--- config.mk ---
export PLATFORM = sky130hd
export DESIGN_NAME = sram_queue_ctrl
export DESIGN_NICKNAME = d
export VERILOG_FILES = /design/src/rtl/qc_pkg.sv /design/src/rtl/qc_cfg_decode.sv /design/src/rtl/qc_occupancy.sv /design/src/rtl/qc_word_seq.sv /design/src/rtl/sram_queue_ctrl.sv
export SDC_FILE = /design/constraint.sdc
export NUM_CORES = 1
export LEC_CHECK = 0
export CAP_MARGIN = 5
export CORE_ASPECT_RATIO = 0.6
export CORE_MARGIN = 1.5
export CORE_UTILIZATION = 63
export CTS_BUF_LIST = sky130_fd_sc_hd__clkbuf_4 sky130_fd_sc_hd__clkbuf_8
export CTS_CLUSTER_SIZE = 30
export DETAILED_ROUTE_END_ITERATION = 10
export GPL_ROUTABILITY_DRIVEN = 0
export GPL_TIMING_DRIVEN = 1
export PLACE_DENSITY = 0.89
export SYNTH_ARGS = -nofsm -noshare
export SYNTH_HDL_FRONTEND = slang
export SYNTH_SLANG_ARGS = --single-unit
--- constraint.sdc ---
create_clock -name clk -period 5.7 [get_ports clk]
set_input_delay 0.855 -clock clk [delete_from_list [all_inputs] [get_ports clk]]
set_output_delay 0.855 -clock clk [all_outputs]
set_load 0.03 [all_outputs]
--- src/rtl/qc_pkg.sv ---
package qc_pkg;

   // entry-length codes; the fourth value falls back to one word
   typedef enum logic [1:0] {
      ENT_ONE   = 2'b00,
      ENT_TWO   = 2'b01,
      ENT_FOUR  = 2'b10,
      ENT_ALIAS = 2'b11
   } ent_code_e;

   typedef enum logic {
      OP_READ  = 1'b0,
      OP_WRITE = 1'b1
   } op_e;

   // log2 of the entry length in words
   function automatic logic [1:0] ent_shift(input logic [1:0] code);
      logic [1:0] sh;
      case (ent_code_e'(code))
         ENT_TWO:  sh = 2'd1;
         ENT_FOUR: sh = 2'd2;
         default:  sh = 2'd0;
      endcase
      return sh;
   endfunction

endpackage

--- src/rtl/qc_cfg_decode.sv ---
module qc_cfg_decode #(
   parameter int PTR_W    = 7,
   parameter int BLK_LOG2 = 4,
   parameter int RING_W   = 2,
   parameter int WM_W     = 3,
   localparam int CNT_W   = PTR_W + 1
) (
   input  logic [RING_W-1:0] ring_code,
   input  logic [1:0]        ent_code,
   input  logic [WM_W-1:0]   hi_code,
   input  logic [WM_W-1:0]   lo_code,
   output logic [PTR_W-1:0]  ring_mask,
   output logic [2:0]        ent_words,
   output logic [CNT_W-1:0]  cap,
   output logic [CNT_W-1:0]  hi_thr,
   output logic [CNT_W-1:0]  lo_thr
);

   localparam int N_WM     = 1 << WM_W;
   localparam int MAX_RING = (1 << BLK_LOG2) << ((1 << RING_W) - 1);

   if (MAX_RING > (1 << PTR_W)) begin : g_bad_ring
      $error("qc_cfg_decode: largest ring does not fit the offset width");
   end
   if ((N_WM - 2) >= CNT_W) begin : g_bad_wm
      $error("qc_cfg_decode: largest watermark does not fit the count width");
   end

   // logarithmic watermark table: 0, then powers of two
   logic [CNT_W-1:0] thr_lut [N_WM];

   for (genvar g = 0; g < N_WM; g++) begin : g_thr
      if (g == 0) begin : g_zero
         assign thr_lut[g] = '0;
      end else begin : g_pow
         assign thr_lut[g] = CNT_W'(1) << (g - 1);
      end
   end

   logic [CNT_W-1:0] ring_words;
   logic [1:0]       ent_log;

   always_comb begin
      ent_log    = qc_pkg::ent_shift(ent_code);
      ent_words  = 3'd1 << ent_log;
      ring_words = CNT_W'(1 << BLK_LOG2) << ring_code;
      ring_mask  = PTR_W'(ring_words - CNT_W'(1));
      cap        = ring_words >> ent_log;
      hi_thr     = thr_lut[hi_code];
      lo_thr     = thr_lut[lo_code];
   end

endmodule

--- src/rtl/qc_occupancy.sv ---
module qc_occupancy #(
   parameter int PTR_W    = 7,
   parameter int BLK_LOG2 = 4,
   parameter int RING_W   = 2,
   localparam int CNT_W   = PTR_W + 1
) (
   input  logic              clk,
   input  logic              rst_n,
   input  logic              load,
   input  logic [PTR_W-1:0]  ld_rd,
   input  logic [PTR_W-1:0]  ld_wr,
   input  logic [RING_W-1:0] ld_ring_code,
   input  logic [1:0]        ld_ent_code,
   input  logic              push_try,
   input  logic              pop_try,
   input  logic [PTR_W-1:0]  ring_mask,
   input  logic [2:0]        ent_words,
   input  logic [CNT_W-1:0]  cap,
   input  logic [CNT_W-1:0]  hi_thr,
   input  logic [CNT_W-1:0]  lo_thr,
   output logic [PTR_W-1:0]  rd_ptr,
   output logic [PTR_W-1:0]  wr_ptr,
   output logic              acc_push,
   output logic              acc_pop,
   output logic              empty,
   output logic              full,
   output logic              near_empty,
   output logic              near_full,
   output logic              err_ovf,
   output logic              err_udf
);

   logic [CNT_W-1:0] count_q;
   logic [PTR_W-1:0] rd_q, wr_q;
   logic [PTR_W-1:0] ld_mask, ld_span, step;
   logic [1:0]       ld_sh;

   always_comb begin
      ld_mask    = PTR_W'((CNT_W'(1 << BLK_LOG2) << ld_ring_code) - CNT_W'(1));
      ld_sh      = qc_pkg::ent_shift(ld_ent_code);
      ld_span    = (ld_wr - ld_rd) & ld_mask;
      step       = PTR_W'(ent_words);
      empty      = (count_q == '0);
      full       = (count_q == cap);
      near_empty = (count_q <= lo_thr);
      near_full  = ((cap - count_q) <= hi_thr);
      acc_push   = push_try & ~full;
      acc_pop    = pop_try & ~empty;
      rd_ptr     = rd_q;
      wr_ptr     = wr_q;
   end

   always_ff @(posedge clk) begin
      if (!rst_n) begin
         rd_q    <= '0;
         wr_q    <= '0;
         count_q <= '0;
         err_ovf <= 1'b0;
         err_udf <= 1'b0;
      end else begin
         err_ovf <= push_try & full;
         err_udf <= pop_try & empty;
         if (load) begin
            rd_q    <= ld_rd & ld_mask;
            wr_q    <= ld_wr & ld_mask;
            count_q <= CNT_W'(ld_span >> ld_sh);
         end else if (acc_push) begin
            wr_q    <= (wr_q + step) & ring_mask;
            count_q <= count_q + CNT_W'(1);
         end else if (acc_pop) begin
            rd_q    <= (rd_q + step) & ring_mask;
            count_q <= count_q - CNT_W'(1);
         end
      end
   end

   // occupancy never passes capacity
   p_cnt_cap_r5 : assert property (@(posedge clk) disable iff (!rst_n)
      count_q <= cap);

   // an accepted push leaves the queue non-empty, an accepted pop leaves it non-full
   p_push_nonempty_r4 : assert property (@(posedge clk) disable iff (!rst_n)
      ($past(rst_n) && $past(acc_push)) |-> !empty);
   p_pop_notfull_r4 : assert property (@(posedge clk) disable iff (!rst_n)
      ($past(rst_n) && $past(acc_pop)) |-> !full);

   // a refused request leaves state alone
   p_ovf_hold_r6 : assert property (@(posedge clk) disable iff (!rst_n)
      err_ovf |-> ($stable(count_q) && $stable(wr_q)));
   p_udf_hold_r7 : assert property (@(posedge clk) disable iff (!rst_n)
      err_udf |-> ($stable(count_q) && $stable(rd_q)));

endmodule

--- src/rtl/qc_word_seq.sv ---
module qc_word_seq #(
   parameter int PTR_W    = 7,
   parameter int BASE_W   = 8,
   parameter int BLK_LOG2 = 4,
   localparam int ADDR_W  = BASE_W + BLK_LOG2 + 1
) (
   input  logic              clk,
   input  logic              rst_n,
   input  logic              cancel,
   input  logic              start,
   input  logic              start_wr,
   input  logic [PTR_W-1:0]  start_off,
   input  logic [PTR_W-1:0]  ring_mask,
   input  logic [BASE_W-1:0] base,
   input  logic [2:0]        ent_words,
   output logic              busy,
   output logic [ADDR_W-1:0] mem_addr,
   output logic              mem_we,
   output logic              mem_re,
   output logic [1:0]        word_idx
);

   qc_pkg::op_e      op_q;
   logic             busy_q;
   logic [PTR_W-1:0] off_q, word_off;
   logic [1:0]       idx_q, last_q;

   always_ff @(posedge clk) begin
      if (!rst_n) begin
         busy_q <= 1'b0;
         op_q   <= qc_pkg::OP_READ;
         off_q  <= '0;
         idx_q  <= '0;
         last_q <= '0;
      end else if (cancel) begin
         busy_q <= 1'b0;
         idx_q  <= '0;
      end else if (start) begin
         busy_q <= 1'b1;
         op_q   <= start_wr ? qc_pkg::OP_WRITE : qc_pkg::OP_READ;
         off_q  <= start_off;
         idx_q  <= '0;
         last_q <= 2'(ent_words - 3'd1);
      end else if (busy_q) begin
         if (idx_q == last_q) begin
            busy_q <= 1'b0;
            idx_q  <= '0;
         end else begin
            idx_q <= idx_q + 2'd1;
         end
      end
   end

   always_comb begin
      word_off = (off_q + PTR_W'(idx_q)) & ring_mask;
      mem_addr = ADDR_W'({base, {BLK_LOG2{1'b0}}}) + ADDR_W'(word_off);
      mem_we   = busy_q && (op_q == qc_pkg::OP_WRITE);
      mem_re   = busy_q && (op_q == qc_pkg::OP_READ);
      busy     = busy_q;
      word_idx = idx_q;
   end

   // no new operation is launched on top of a running one
   p_no_restart_r4 : assert property (@(posedge clk) disable iff (!rst_n)
      start |-> !busy_q);
   // word index stays inside the entry
   p_idx_bound_r2 : assert property (@(posedge clk) disable iff (!rst_n)
      busy_q |-> (idx_q <= last_q));
   // every burst begins at word 0 of the entry
   p_first_idx_r3 : assert property (@(posedge clk) disable iff (!rst_n)
      $rose(busy_q) |-> (idx_q == 2'd0));

endmodule

--- src/rtl/sram_queue_ctrl.sv ---
module sram_queue_ctrl #(
   parameter int PTR_W    = 7,
   parameter int BASE_W   = 8,
   parameter int BLK_LOG2 = 4,
   parameter int RING_W   = 2,
   parameter int WM_W     = 3,
   parameter int CFG_W    = 32,
   localparam int ADDR_W  = BASE_W + BLK_LOG2 + 1,
   localparam int CNT_W   = PTR_W + 1
) (
   input  logic              clk,
   input  logic              rst_n,
   input  logic              cfg_load,
   input  logic [CFG_W-1:0]  cfg_word,
   input  logic              push_req,
   input  logic              pop_req,
   output logic              ready,
   output logic [ADDR_W-1:0] mem_addr,
   output logic              mem_we,
   output logic              mem_re,
   output logic [1:0]        word_idx,
   output logic              empty,
   output logic              full,
   output logic              nearly_empty,
   output logic              nearly_full,
   output logic              err_overflow,
   output logic              err_underflow
);

   // field positions inside the configuration word
   localparam int WR_LSB   = 0;
   localparam int RD_LSB   = WR_LSB + PTR_W;
   localparam int BASE_LSB = RD_LSB + PTR_W;
   localparam int ENT_LSB  = BASE_LSB + BASE_W;
   localparam int RING_LSB = ENT_LSB + 2;
   localparam int LO_LSB   = RING_LSB + RING_W;
   localparam int HI_LSB   = LO_LSB + WM_W;

   if (HI_LSB + WM_W != CFG_W) begin : g_bad_layout
      $error("sram_queue_ctrl: configuration fields do not fill the word");
   end

   logic [WM_W-1:0]   hi_code_q, lo_code_q;
   logic [RING_W-1:0] ring_code_q;
   logic [1:0]        ent_code_q;
   logic [BASE_W-1:0] base_q;

   always_ff @(posedge clk) begin
      if (!rst_n) begin
         hi_code_q   <= '0;
         lo_code_q   <= '0;
         ring_code_q <= '0;
         ent_code_q  <= '0;
         base_q      <= '0;
      end else if (cfg_load) begin
         hi_code_q   <= cfg_word[HI_LSB +: WM_W];
         lo_code_q   <= cfg_word[LO_LSB +: WM_W];
         ring_code_q <= cfg_word[RING_LSB +: RING_W];
         ent_code_q  <= cfg_word[ENT_LSB +: 2];
         base_q      <= cfg_word[BASE_LSB +: BASE_W];
      end
   end

   logic [PTR_W-1:0] ring_mask, rd_ptr, wr_ptr;
   logic [2:0]       ent_words;
   logic [CNT_W-1:0] cap, hi_thr, lo_thr;
   logic             busy, push_try, pop_try, acc_push, acc_pop;

   qc_cfg_decode #(
      .PTR_W(PTR_W), .BLK_LOG2(BLK_LOG2), .RING_W(RING_W), .WM_W(WM_W)
   ) u_dec (
      .ring_code (ring_code_q),
      .ent_code  (ent_code_q),
      .hi_code   (hi_code_q),
      .lo_code   (lo_code_q),
      .ring_mask (ring_mask),
      .ent_words (ent_words),
      .cap       (cap),
      .hi_thr    (hi_thr),
      .lo_thr    (lo_thr)
   );

   // push wins when both strobes are present
   always_comb begin
      ready    = ~busy;
      push_try = ~busy & push_req & ~cfg_load;
      pop_try  = ~busy & pop_req & ~push_req & ~cfg_load;
   end

   qc_occupancy #(
      .PTR_W(PTR_W), .BLK_LOG2(BLK_LOG2), .RING_W(RING_W)
   ) u_occ (
      .clk          (clk),
      .rst_n        (rst_n),
      .load         (cfg_load),
      .ld_rd        (cfg_word[RD_LSB +: PTR_W]),
      .ld_wr        (cfg_word[WR_LSB +: PTR_W]),
      .ld_ring_code (cfg_word[RING_LSB +: RING_W]),
      .ld_ent_code  (cfg_word[ENT_LSB +: 2]),
      .push_try     (push_try),
      .pop_try      (pop_try),
      .ring_mask    (ring_mask),
      .ent_words    (ent_words),
      .cap          (cap),
      .hi_thr       (hi_thr),
      .lo_thr       (lo_thr),
      .rd_ptr       (rd_ptr),
      .wr_ptr       (wr_ptr),
      .acc_push     (acc_push),
      .acc_pop      (acc_pop),
      .empty        (empty),
      .full         (full),
      .near_empty   (nearly_empty),
      .near_full    (nearly_full),
      .err_ovf      (err_overflow),
      .err_udf      (err_underflow)
   );

   qc_word_seq #(
      .PTR_W(PTR_W), .BASE_W(BASE_W), .BLK_LOG2(BLK_LOG2)
   ) u_seq (
      .clk       (clk),
      .rst_n     (rst_n),
      .cancel    (cfg_load),
      .start     (acc_push | acc_pop),
      .start_wr  (acc_push),
      .start_off (acc_push ? wr_ptr : rd_ptr),
      .ring_mask (ring_mask),
      .base      (base_q),
      .ent_words (ent_words),
      .busy      (busy),
      .mem_addr  (mem_addr),
      .mem_we    (mem_we),
      .mem_re    (mem_re),
      .word_idx  (word_idx)
   );

   // a refusal cycle carries no memory access
   p_err_quiet_r6 : assert property (@(posedge clk) disable iff (!rst_n)
      (err_overflow || err_underflow) |-> !(mem_we || mem_re));
   // full and empty exclude each other
   p_full_empty_r5 : assert property (@(posedge clk) disable iff (!rst_n)
      !(full && empty));
   // an empty queue is always below the low mark
   p_lo_on_empty_r8 : assert property (@(posedge clk) disable iff (!rst_n)
      empty |-> nearly_empty);
   // a full queue is always above the high mark
   p_hi_on_full_r9 : assert property (@(posedge clk) disable iff (!rst_n)
      full |-> nearly_full);
   // simultaneous strobes on a non-full ready queue yield a write burst
   p_push_wins_r10 : assert property (@(posedge clk) disable iff (!rst_n)
      (push_req && pop_req && ready && !cfg_load && !full) |=> mem_we);

endmodule

-- Yosys cells after proc, flatten, opt, wreduce, memory -nomap -nowiden
Memory sizes are Yosys's and may differ from the RTL's.
Index checks and enable logic that the tools add are counted.
- memories kept: 2
- output and inout port bits: 24
- bits in registers: 55
- memory bits (read-only): 128
- logic and storage cells: 100
- memory list (name ; depth ; width ; read ports ; clocked after memory_dff ; wr ports ; line ; text):
    (name not given) ; 8 ; 8 ; 1 ; 0 ; 0 ; qc_cfg_decode.sv:49 ; hi_thr = thr_lut[hi_code];
    (name not given) ; 8 ; 8 ; 1 ; 0 ; 0 ; qc_cfg_decode.sv:50 ; lo_thr = thr_lut[lo_code];
- shift operators: 5
- bitwise operators: 25
- multiplexer cells: 20
- equality and inequality tests: 7
- reductions and logical operators: 10
- add/sub/neg operators: 12
- $lt $le $gt $ge: 4
- operator list (cell ; number):
    2-to-1 mux 8 bit ; 7
    AND 7 bit ; 6
    2-to-1 mux 7 bit ; 6
    less-or-equal comparator 8 bit ; 2
    adder 7 x 3 -> 7 bit ; 2
    adder 12 x 7 -> 13 bit ; 1
    AND 1 bit ; 9
    adder 8 x 1 -> 8 bit, second input constant ; 1
    equality test 8 bit ; 1
    greater-or-equal comparator 4 bit, second input constant ; 2
    zero test 8 bit ; 1
    inverter 3 -> 4 bit ; 2
    one-hot mux 2 bit (2 select lines) ; 2
    << shifter 5 x 2 -> 8 bit, first input constant ; 1
    >> shifter 7 x 2 -> 8 bit ; 1
    >> shifter 8 x 2 -> 8 bit ; 1
    subtractor 8 x 1 -> 8 bit, second input constant ; 1
    subtractor 8 bit ; 1
    adder 7 x 2 -> 7 bit ; 1
    inverter 1 bit ; 7
    << shifter 5 x 2 -> 7 bit, first input constant ; 1
    subtractor 7 x 1 -> 7 bit, second input constant ; 1
    subtractor 7 x 2 -> 7 bit, second input constant ; 1
    subtractor 7 bit ; 1
    other kinds (16) ; 24

-- Longest topological paths before layout
Gate-level depths: netlist of the first run.
- word-level depth: 8
- gate-level depth with buffers: 20
- gate-level depth less buffers: 18

-- By module
Synthesis of the first run repeated with hierarchy kept, for this count alone.
- cell total of the unflattened synthesis: 597
- area, all modules: 4919.7 um2
- by module, submodules not included (module ; area each (um2) ; cells an instance ; times used ; sequential area each (um2)):
    qc_occupancy ; 2822.7 ; 363 ; 1 ; 480.5
    qc_word_seq ; 903.4 ; 111 ; 1 ; 260.2
    sram_queue_ctrl ; 797.0 ; 69 ; 1 ; 360.3
    qc_cfg_decode ; 396.6 ; 54 ; 1 ; 0.0

-- Worst setup path before layout of the first run
Ideal clock, no wire load.
- path type: register to output
- start point: reg ent_code_q[0]
- end point: out nearly_full
- data arrival time: 3146 ps
- setup slack: 1699 ps
- path buffers: 0
- required time: 4845 ps
- cell stages (with the launch flop): 15
- cells stage by stage: dfxtp_1 > inv_1 > ha_1 > and3_1 > ha_1 > nor2b_1 > o21ai_0 > nor2b_1 > xnor2_1 > ha_1 > and3_1 > a221o_1 > a221oi_1 > a31oi_1 > nor2_1
- word-level cells in the longest chain between the ends: 5
- elaborated cells on any way between the ends: 6
- RTL lines (element ; line ; text):
    start: declaration ; sram_queue_ctrl.sv:45 ; logic [1:0] ent_code_q;
    start signal: assignment ; sram_queue_ctrl.sv:59 ; ent_code_q <= cfg_word[ENT_LSB +: 2];
    equality test 2 bit or equality test 2 x 1 -> 1 bit (tied branches) ; qc_pkg.sv:19 ; case (ent_code_e'(code))
    one-hot mux 2 bit (2 select lines) * ; qc_pkg.sv:19 ;
    >> shifter 8 x 2 -> 8 bit * ; qc_cfg_decode.sv:48 ; cap = ring_words >> ent_log;
    subtractor 8 bit * ; qc_occupancy.sv:46 ; near_full = ((cap - count_q) <= hi_thr);
    less-or-equal comparator 8 bit * ; qc_occupancy.sv:46 ;
    end: declaration ; sram_queue_ctrl.sv:25 ; output logic nearly_full,
Mark *: on every way between the ends. The rest lies on a longest branch, timed or not.

-- Worst setup path after layout of the first run
- start point: reg ring_code_q[0]
- end point: out nearly_full
- word-level cells in the longest chain between the ends: 4
- RTL lines (element ; line ; text):
    start: declaration ; sram_queue_ctrl.sv:44 ; logic [RING_W-1:0] ring_code_q;
    start signal: assignment ; sram_queue_ctrl.sv:58 ; ring_code_q <= cfg_word[RING_LSB +: RING_W];
    << shifter 5 x 2 -> 8 bit ; qc_cfg_decode.sv:46 ; ring_words = CNT_W'(1 << BLK_LOG2) << ring_code;
    >> shifter 8 x 2 -> 8 bit ; qc_cfg_decode.sv:48 ;
    subtractor 8 bit ; qc_occupancy.sv:46 ;
    less-or-equal comparator 8 bit ; qc_occupancy.sv:46 ;
Every way passes these cells.

==> results of run 1 <==
==> cells in the mapped netlist, drive strengths merged (12+ instances only) <==
library cell	n
dfxtp	55
nand2	40
nor2	43
nand3	12
clkbuf	13
inv	43
o21ai	27
buf	12
ha	49
a21oi	28
nor2b	26
xnor2	23
mux2i	24
==> kinds of logic after synthesis <==
family | after synthesis | synth area share, %
muxes | 26 | 5.62
adders and majority gates | 55 | 15.5
AOI/OAI and AO/OA | 145 | 21.8
DFF | 55 | 23.2
xor gates and xnor gates | 34 | 6.28
buffers and inverters | 68 | 6.20
and+or+nand+nor | 185 | 21.5
==> sequential cells by signal, indices dropped and copies added, names as in the netlist <==
register and count:
base_q 8, ent_code_q 2, hi_code_q 3, lo_code_q 3, ring_code_q 2, u_occ.count_q 8
u_occ.err_ovf 1, u_occ.err_udf 1, u_occ.rd_ptr 7, u_occ.wr_ptr 7, u_seq.busy 1, u_seq.last_q 2
u_seq.off_q 7, u_seq.op_q 1, u_seq.word_idx 2
==> how the worst max path moves through the flow <==
stage                               from           to  depth (start not counted)
after global placement    ring_code_q[0]  nearly_full                         14
after global routing      ring_code_q[0]  nearly_full                         14
final                     ring_code_q[0]  nearly_full                         14
after CTS                 ring_code_q[0]  nearly_full                         14
after detailed placement  ring_code_q[0]  nearly_full                         14
after floorplan            ent_code_q[0]  nearly_full                         14
==> power by group through the flow <==
stage,combinational [mW],clock [mW],sequential (mW)
global placement,0.644,0,0.480
global route,0.765,0.348,0.481
detailed placement,0.680,0,0.483
finish,0.694,0.330,0.477
floorplan,0.513,0,0.461
CTS,0.685,0.333,0.475
==> per-stage QoR <==
step | worst slack, ns | hold slack, ns
4_1_cts | 0.577 | 0.493
3_3_place_gp | 1.11 | 0.456
3_5_place_dp | 0.960 | 0.477
6_report | 0.542 | 0.486
5_1_grt | 0.244 | 0.524
2_1_floorplan | 1.70 | 0.442
==> layout make-up <==
type | count | area [um2] | area share (%)
clock buffers | 5 | 68.8 | 1.25
well taps | 104 | 130 | 2.36
inverters | 43 | 161 | 2.93
flip-flops and latches | 55 | 1100 | 20.0
repair buffers | 64 | 626 | 11.4
multi-input cells | 445 | 3350 | 60.8
clock inverters | 3 | 71.3 | 1.29
==> worst min-delay path: cells and delay by family (launching register included) <==
kind	cells	cell delay [ns]
DFF	1	0.34
and+or+nand+nor	1	0.06
AOI/OAI and AO/OA	1	0.05
==> per-layer routing <==
metal	wire, um	track usage (%)	up-vias
li1	-	-	2134
met1	5760	45.5	2077
met2	5560	51.7	205
met3	1030	6.51	25
met4	206	8.50	0
met5	0	0	-
==> metrics, run 1 <==
Setup Viol. Count Final=0; via count=4441; Main synth FF type=dfxtp_1; Critical Path, Cell by Cell=nor2_1, and3_1, ha_1, nor2b_1, o21ai_0, nor2b_1, xnor2_1, ha_1, and3_1, a221o_1, a221oi_1, a31oi_1, nor2_1, clkdlybuf4s50_1; layout cells sized above 1=5.04%; Reg2Reg Setup Slack=1.32 ns; vias in the first global route=4344; synthesized flop and latch total=55; CP max stage delay=0.67 ns; CP Data Arrival Time=4.30 ns; Routed Antenna Nets=0; Syn Std Cell Area=4740 um2; Synth top area share=23.2%; Sw Share=38.9%; TritonCTS buffer count=5; min cycle time layout=5.16 ns; Max-Cap Viols=0; Reg power frac=31.7%; R2R cell count=19; total power=1.50 mW; layout net count=706; GR Overflow Total=0; WL/cell=17.5 um; # rows=24; Internal=918 uW; CTS tree=yes; Max clock buf depth=2; fmax=194 MHz; largest cells by area after synthesis=dfxtp_1, ha_1, mux2i_1; Synth-to-Final Area Change=16.1%; Final Cycle Share=90.5%; DRT Pass-1 Iters=5; origin of the critical flop-to-flop path=ent_code_q[0]; largest net degree at the start of global routing=57; Seq/Total Area, Yosys=23.2%; clock sinks=55; io pins=61; setup tns final=0 ns; WP data required=4.85 ns; Syn Area/Cell=8.35 um2; CTS hold repair buffers=0; Synth Instances=568; fillers=529; clock power share=22.0%; Post-Route Skew=0.00956 ns; hpwl dp=9.50 mm; Min-Delay Path Class=reg -> reg; Starting DRT DRC Count=370; CP max FO=15; worst slew pin tran=1.01 ns; power per standard cell area=273 nW/um2; final slew viol count=0; first-pass GRT wire length=21.1 mm; DP Area=5370 um2; Starting Density=65.3%; Pleak=2.36 nW; WP buf/inv=1; Comb power frac=46.2%; syn_nets=660; H-tree Lvls=2; initial antenna violation count=0; clk slew on worst S/H paths=0.11 ns; most frequent cells in the layout=clkdlybuf4s50_1, dfxtp_1, ha_1, inv_1, nor2_1; Post-CTS Resized=0; distinct cell type count after synthesis=72; Util after Layout=75.8%; GRT Total Usage=32.6%; Skew-Pair Late Insertion Delay=0.33 ns; HP Start=u_seq.last_q[1]; Post-Layout Inst Area=5510 um2; Crit-path slowest cell=clkdlybuf4s50_1; worst vdd ir=114 uV; Setup CP Type=reg -> out; Post-CTS Setup Inserts=0; # DRC=0; n_diodes=0; largest area contributor in the netlist=dfxtp_1; status=complete, no violations; hold depth=2; Hold Path End=u_seq.last_q[1]; Die Wd=115 um; crit start category=flip-flop; Non-Filler Instances=719; Synth async-reset ratio=0%; CTS Root Cell=clkbuf_8; Final Hold Fails=0; delay-heaviest family, CP=simple AND/OR/NAND/NOR gates; most common cell after layout, fill and taps aside=clkdlybuf4s50_1; Relative slew margins=32.3%; DR vias/cell=6.18; CP Capture Type=output port; EDFF count, synth=0; Ys Warns=0; die area=8080 um2; final wirelength=12.6 mm; Die Height=70.2 um; count of input and output buffers=60; RSZ-0062 raised after global routing=false; placed insts=711; core footprint=7270 um2; Sw Pwr=583 uW; RR Endpoint=u_occ.count_q[7]
Note: power is estimated with default switching activity, not from simulation.
==> run 2: changes to the inputs <==
--- a/config.mk
+++ b/config.mk
@@ -8,13 +8,12 @@
 export CAP_MARGIN = 5
 export CORE_ASPECT_RATIO = 0.6
 export CORE_MARGIN = 1.5
-export CORE_UTILIZATION = 63
-export CTS_BUF_LIST = sky130_fd_sc_hd__clkbuf_4 sky130_fd_sc_hd__clkbuf_8
+export CORE_UTILIZATION = 57
 export CTS_CLUSTER_SIZE = 30
 export DETAILED_ROUTE_END_ITERATION = 10
 export GPL_ROUTABILITY_DRIVEN = 0
 export GPL_TIMING_DRIVEN = 1
-export PLACE_DENSITY = 0.89
+export PLACE_DENSITY = 0.82
 export SYNTH_ARGS = -nofsm -noshare
 export SYNTH_HDL_FRONTEND = slang
 export SYNTH_SLANG_ARGS = --single-unit
==> constraint.sdc (replaced) <==
create_clock -name clk -period 5.5 [get_ports clk]
set_input_delay 0.825 -clock clk [delete_from_list [all_inputs] [get_ports clk]]
set_output_delay 0.825 -clock clk [all_outputs]
set_load 0.03 [all_outputs]
==> metrics, run 2 (synthesis results as in run 1) <==
power per standard cell area=286 nW/um2 (was 273 nW/um2); fillers=648 (was 529); FF+latch area=1100 um2 (unchanged); Hold Path End=u_seq.last_q[1] (unchanged); GRT Total Usage=28.5% (was 32.6%); CP Capture Type=output port (unchanged); Relative slew margins=33.3% (was 32.3%); io pins=61 (unchanged); CTS tree=yes (unchanged); fmax=192 MHz; WL/cell=16.9 um (was 17.5 um); Final Hold Fails=0 (unchanged); CP Data Arrival Time=4.38 ns (was 4.30 ns); Post-CTS Setup Inserts=0 (unchanged); layout cells sized above 1=4.89% (was 5.04%); min cycle time layout=5.20 ns; DP Area=5370 um2 (about the same); Starting DRT DRC Count=469 (was 370); Crit. Startpoint=ring_code_q[0] (unchanged); Setup Viol. Count Final=0 (unchanged); Fin Hold WS=0.468 ns (was 0.486 ns); WP data required=4.68 ns (was 4.85 ns); Reg2Reg Setup Slack=1.00 ns (was 1.32 ns); Setup CP Type=reg -> out (unchanged); n_diodes=0 (unchanged); RSZ-0062 raised after global routing=false (unchanged); Skew-Pair Late Insertion Delay=0.30 ns (was 0.33 ns); Post-Route Skew=0.00765 ns (was 0.00956 ns); R2R cell count=18 (was 19); total power=1.58 mW (was 1.50 mW); Synth-to-Final Area Change=16.7% (was 16.1%); hpwl dp=9.15 mm (was 9.50 mm); clk slew on worst S/H paths=0.08 ns (was 0.11 ns); DRT Pass-1 Iters=6 (was 5); count of input and output buffers=60 (unchanged); Die Height=73.7 um (was 70.2 um); largest net degree at the start of global routing=57 (unchanged); Min-Delay Path Class=reg -> reg (unchanged); die area=8900 um2 (was 8080 um2); Post-CTS Resized=0 (unchanged); RR Endpoint=u_occ.count_q[7] (unchanged); initial antenna violation count=0 (unchanged); CTS hold repair buffers=0 (unchanged); most common cell after layout, fill and taps aside=clkdlybuf4s50_1 (unchanged); CTS Root Cell=clkbuf_16 (was clkbuf_8); Max-Cap Viols=0 (unchanged); origin of the critical flop-to-flop path=ent_code_q[1] (was ent_code_q[0]); status=complete, no violations (unchanged); Post-Layout Inst Area=5540 um2 (was 5510 um2); # rows=25 (was 24); Max clock buf depth=2 (unchanged); CP max FO=15 (unchanged); first-pass GRT wire length=20.1 mm (was 21.1 mm); Die Wd=121 um (was 115 um); Top Registers=base_q x8, u_occ.count_q x8 (unchanged); core footprint=7980 um2 (was 7270 um2); Final Cycle Share=94.6%; clock sinks=55 (unchanged); final slew viol count=0 (unchanged); # DRC=0 (unchanged); HP Start=u_seq.last_q[1] (unchanged); setup tns final=0 ns (unchanged); area of the multi-input gates=3350 um2 (unchanged); vias in the first global route=4157 (was 4344); most frequent cells in the layout=clkdlybuf4s50_1, dfxtp_1, ha_1, inv_1, nor2_1 (unchanged); via count=4445 (was 4441); hold depth=2 (unchanged); GR Overflow Total=0 (unchanged); worst vdd ir=165 uV (was 114 uV); Routed Antenna Nets=0 (unchanged); layout net count=706 (unchanged); TritonCTS buffer count=5 (unchanged); Pleak=2.37 nW (was 2.36 nW); crit start category=flip-flop (unchanged); Starting Density=59.5% (was 65.3%); final wirelength=12.2 mm (was 12.6 mm); worst slew pin tran=0.994 ns (was 1.01 ns); DR vias/cell=6.16 (was 6.18); H-tree Lvls=2 (unchanged)
[run 2: where the power goes]
part / switching [mW] / internal [mW] / total, mW
clock network: 0.157 / 0.213 / 0.370
logic: 0.388 / 0.330 / 0.719
registers: 0.0566 / 0.436 / 0.493
[run 2: layout make-up]
cell class | count | area share, %
Tap cell | 108 | 2.44
Inverter | 43 | 2.92
Clock inverter | 2 | 0.678
Clock buffer | 5 | 2.26
Sequential cell | 55 | 19.9
Multi-Input combinational cell | 445 | 60.5
Timing Repair Buffer | 64 | 11.3
[run 2: how the worst max path moves through the flow]
stage,end,depth (start not counted)
2_1_floorplan,nearly_full,14
3_3_place_gp,nearly_full,14
3_5_place_dp,nearly_full,14
4_1_cts,nearly_full,14
5_1_grt,nearly_full,14
6_report,nearly_full,14
[run 2: stage by stage]
stage | util (%) | std cells | worst slack [ns]
after global routing | 69.4 | 722 | 0.151
after floorplan | - | 568 | 1.53
after global placement | 67.4 | 715 | 0.885
after CTS | 69.4 | 722 | 0.391
final | 69.4 | 722 | 0.299
after detailed placement | 67.4 | 715 | 0.733
[run 2: worst max-delay path, stage by stage, from the launching register on]
cell and delay [ns]:
dfxtp_1 0.67, nor2_1 0.19, and3_1 0.23, ha_1 0.29, nor2b_1 0.13, o21ai_0 0.28
nor2b_1 0.23, xnor2_1 0.15, ha_1 0.27, and3_1 0.20, a221o_1 0.29, a221oi_1 0.29
a31oi_1 0.07, nor2_1 0.11, clkdlybuf4s50_1 0.67
[run 2: routing by layer]
metal,track usage [%],wire (um)
met1,40.9,5840
met5,0,0
met4,7.45,194
met2,44.1,5240
met3,5.28,961
==> run 3: changes to the inputs <==
--- a/config.mk
+++ b/config.mk
@@ -8,12 +8,13 @@
 export CAP_MARGIN = 5
 export CORE_ASPECT_RATIO = 0.6
 export CORE_MARGIN = 1.5
-export CORE_UTILIZATION = 57
+export CORE_UTILIZATION = 58
+export CTS_BUF_LIST = sky130_fd_sc_hd__clkbuf_2 sky130_fd_sc_hd__clkbuf_4 sky130_fd_sc_hd__clkbuf_8
 export CTS_CLUSTER_SIZE = 30
 export DETAILED_ROUTE_END_ITERATION = 10
 export GPL_ROUTABILITY_DRIVEN = 0
 export GPL_TIMING_DRIVEN = 1
-export PLACE_DENSITY = 0.82
+export PLACE_DENSITY = 0.83
 export SYNTH_ARGS = -nofsm -noshare
 export SYNTH_HDL_FRONTEND = slang
 export SYNTH_SLANG_ARGS = --single-unit
==> metrics, run 3 (synthesis results as in run 1) <==
TritonCTS buffer count=5 (unchanged); via count=4360 (was 4445); clock sinks=55 (unchanged); Die Height=73.1 um (was 73.7 um); # rows=25 (unchanged); n_diodes=0 (unchanged); count of input and output buffers=60 (unchanged); delay-heaviest family, CP=simple AND/OR/NAND/NOR gates (unchanged); CP Data Arrival Time=4.43 ns (was 4.38 ns); Sw Share=39.4% (was 38.1%); most frequent cells in the layout=clkdlybuf4s50_1, dfxtp_1, ha_1, inv_1, nor2_1 (unchanged); worst setup margin=0.248 ns (was 0.299 ns); Sw Pwr=583 uW (was 602 uW); hpwl dp=9.12 mm (was 9.15 mm); RSZ-0062 raised after global routing=false (unchanged); Internal=898 uW (was 979 uW); Post-Layout Inst Area=5480 um2 (was 5540 um2); Post-CTS Resized=0 (unchanged); Fin Hold WS=0.484 ns (was 0.468 ns); # DRC=0 (unchanged); total power=1.48 mW (was 1.58 mW); clock power share=18.9% (was 23.4%); CTS tree=yes (unchanged); Synth-to-Final Area Change=15.5% (was 16.7%); Skew-Pair Late Insertion Delay=0.33 ns (was 0.30 ns); Die Wd=120 um (was 121 um); Reg power frac=33.3% (was 31.2%); WP data required=4.68 ns (about the same); power per standard cell area=270 nW/um2 (was 286 nW/um2); Max-Cap Viols=0 (unchanged); worst slew pin tran=0.983 ns (was 0.994 ns); Crit-path slowest cell=dfxtp_1 (unchanged); CP max FO=15 (unchanged); GRT Total Usage=28.8% (was 28.5%); Top Registers=base_q x8, u_occ.count_q x8 (unchanged); Post-Route Skew=0.0145 ns (was 0.00765 ns); Pleak=2.34 nW (was 2.37 nW); Comb power frac=47.8% (was 45.4%); Final Hold Fails=0 (unchanged); GR Overflow Total=0 (unchanged); Non-Filler Instances=722 (unchanged); clk slew on worst S/H paths=0.11 ns (was 0.08 ns); Routed Antenna Nets=0 (unchanged); WP buf/inv=1 (unchanged); Reg2Reg Setup Slack=1.11 ns (was 1.00 ns); Max clock buf depth=2 (unchanged); Starting DRT DRC Count=372 (was 469); CTS Root Cell=clkbuf_8 (was clkbuf_16); final slew viol count=0 (unchanged); Critical Path, Cell by Cell=nor2_1, and3_1, ha_1, nor2b_1, o21ai_0, nor2b_1, xnor2_1, ha_1, and3_1, a221o_1, a221oi_1, a31oi_1, nor2_1, clkdlybuf4s50_1 (unchanged); H-tree Lvls=2 (unchanged); largest net degree at the start of global routing=57 (unchanged); pre-CTS WS=0.693 ns (was 0.733 ns); placed insts=715 (unchanged); fillers=614 (was 648); Min-Delay Path Class=reg -> reg (unchanged); DRT Pass-1 Iters=5 (was 6); R2R cell count=18 (unchanged); initial antenna violation count=0 (unchanged); CTS hold repair buffers=0 (unchanged); Setup Viol. Count Final=0 (unchanged); WL/cell=16.6 um (was 16.9 um); stages on the worst setup path=14 (unchanged); Setup CP Type=reg -> out (unchanged); core footprint=7910 um2 (was 7980 um2); layout net count=706 (unchanged); most common cell after layout, fill and taps aside=clkdlybuf4s50_1 (unchanged); min cycle time layout=5.25 ns (was 5.20 ns); CP max stage delay=0.70 ns (was 0.67 ns); crit start category=flip-flop (unchanged); worst vdd ir=152 uV (was 165 uV); fmax=190 MHz (was 192 MHz); vias in the first global route=4146 (was 4157); final wirelength=12.0 mm (was 12.2 mm); io pins=61 (unchanged); status=complete, no violations (unchanged); Relative slew margins=34.1% (was 33.3%); Final Cycle Share=95.5% (was 94.6%); Post-CTS Setup Inserts=0 (unchanged); DP Area=5370 um2 (unchanged); first-pass GRT wire length=20.2 mm (was 20.1 mm); Starting Density=60.0% (was 59.5%); CP Capture Type=output port (unchanged); setup tns final=0 ns (unchanged); hold depth=2 (unchanged); DR vias/cell=6.04 (was 6.16); layout cells sized above 1=4.89% (unchanged); die area=8750 um2 (was 8900 um2); Util after Layout=69.2% (was 69.4%)
## run 3: routing by layer
layer	global-route usage, %	up-vias	share of wire (%)
met5	0	-	0
li1	-	2121	-
met2	45.8	173	44
met4	9.79	0	2.1
met3	4.61	26	7.0
met1	40.2	2040	47
## run 3: final timing paths
path                    from          endpoint
max           ring_code_q[0]       nearly_full
min reg2reg  u_seq.last_q[1]   u_seq.last_q[1]
min          u_seq.last_q[1]   u_seq.last_q[1]
max reg2reg    ent_code_q[1]  u_occ.count_q[7]
## run 3: tightest hold or removal path: cells and delay by family (launching register included)
family / cells / cell delay [ns]
flip-flops: 1 / 0.34
AND/OR/NAND/NOR: 1 / 0.06
AO/OA/AOI/OAI: 1 / 0.05
## run 3: cell type report
cell class	count	area [um2]	area share, %
flip-flops and latches	55	1100	20.1
repair buffers	64	626	11.4
inverters	43	161	2.95
clock inverters	2	37.5	0.685
well taps	108	135	2.47
clock buffers	5	68.8	1.26
multi-input cells	445	3350	61.1
## run 3: power groups by stage
stage / Clock, mW / Sequential (mW) / Combinational, mW
3_3_place_gp: 0 / 0.498 / 0.669
6_report: 0.280 / 0.494 / 0.707
4_1_cts: 0.279 / 0.492 / 0.704
2_1_floorplan: 0 / 0.478 / 0.531
5_1_grt: 0.295 / 0.500 / 0.786
3_5_place_dp: 0 / 0.501 / 0.698
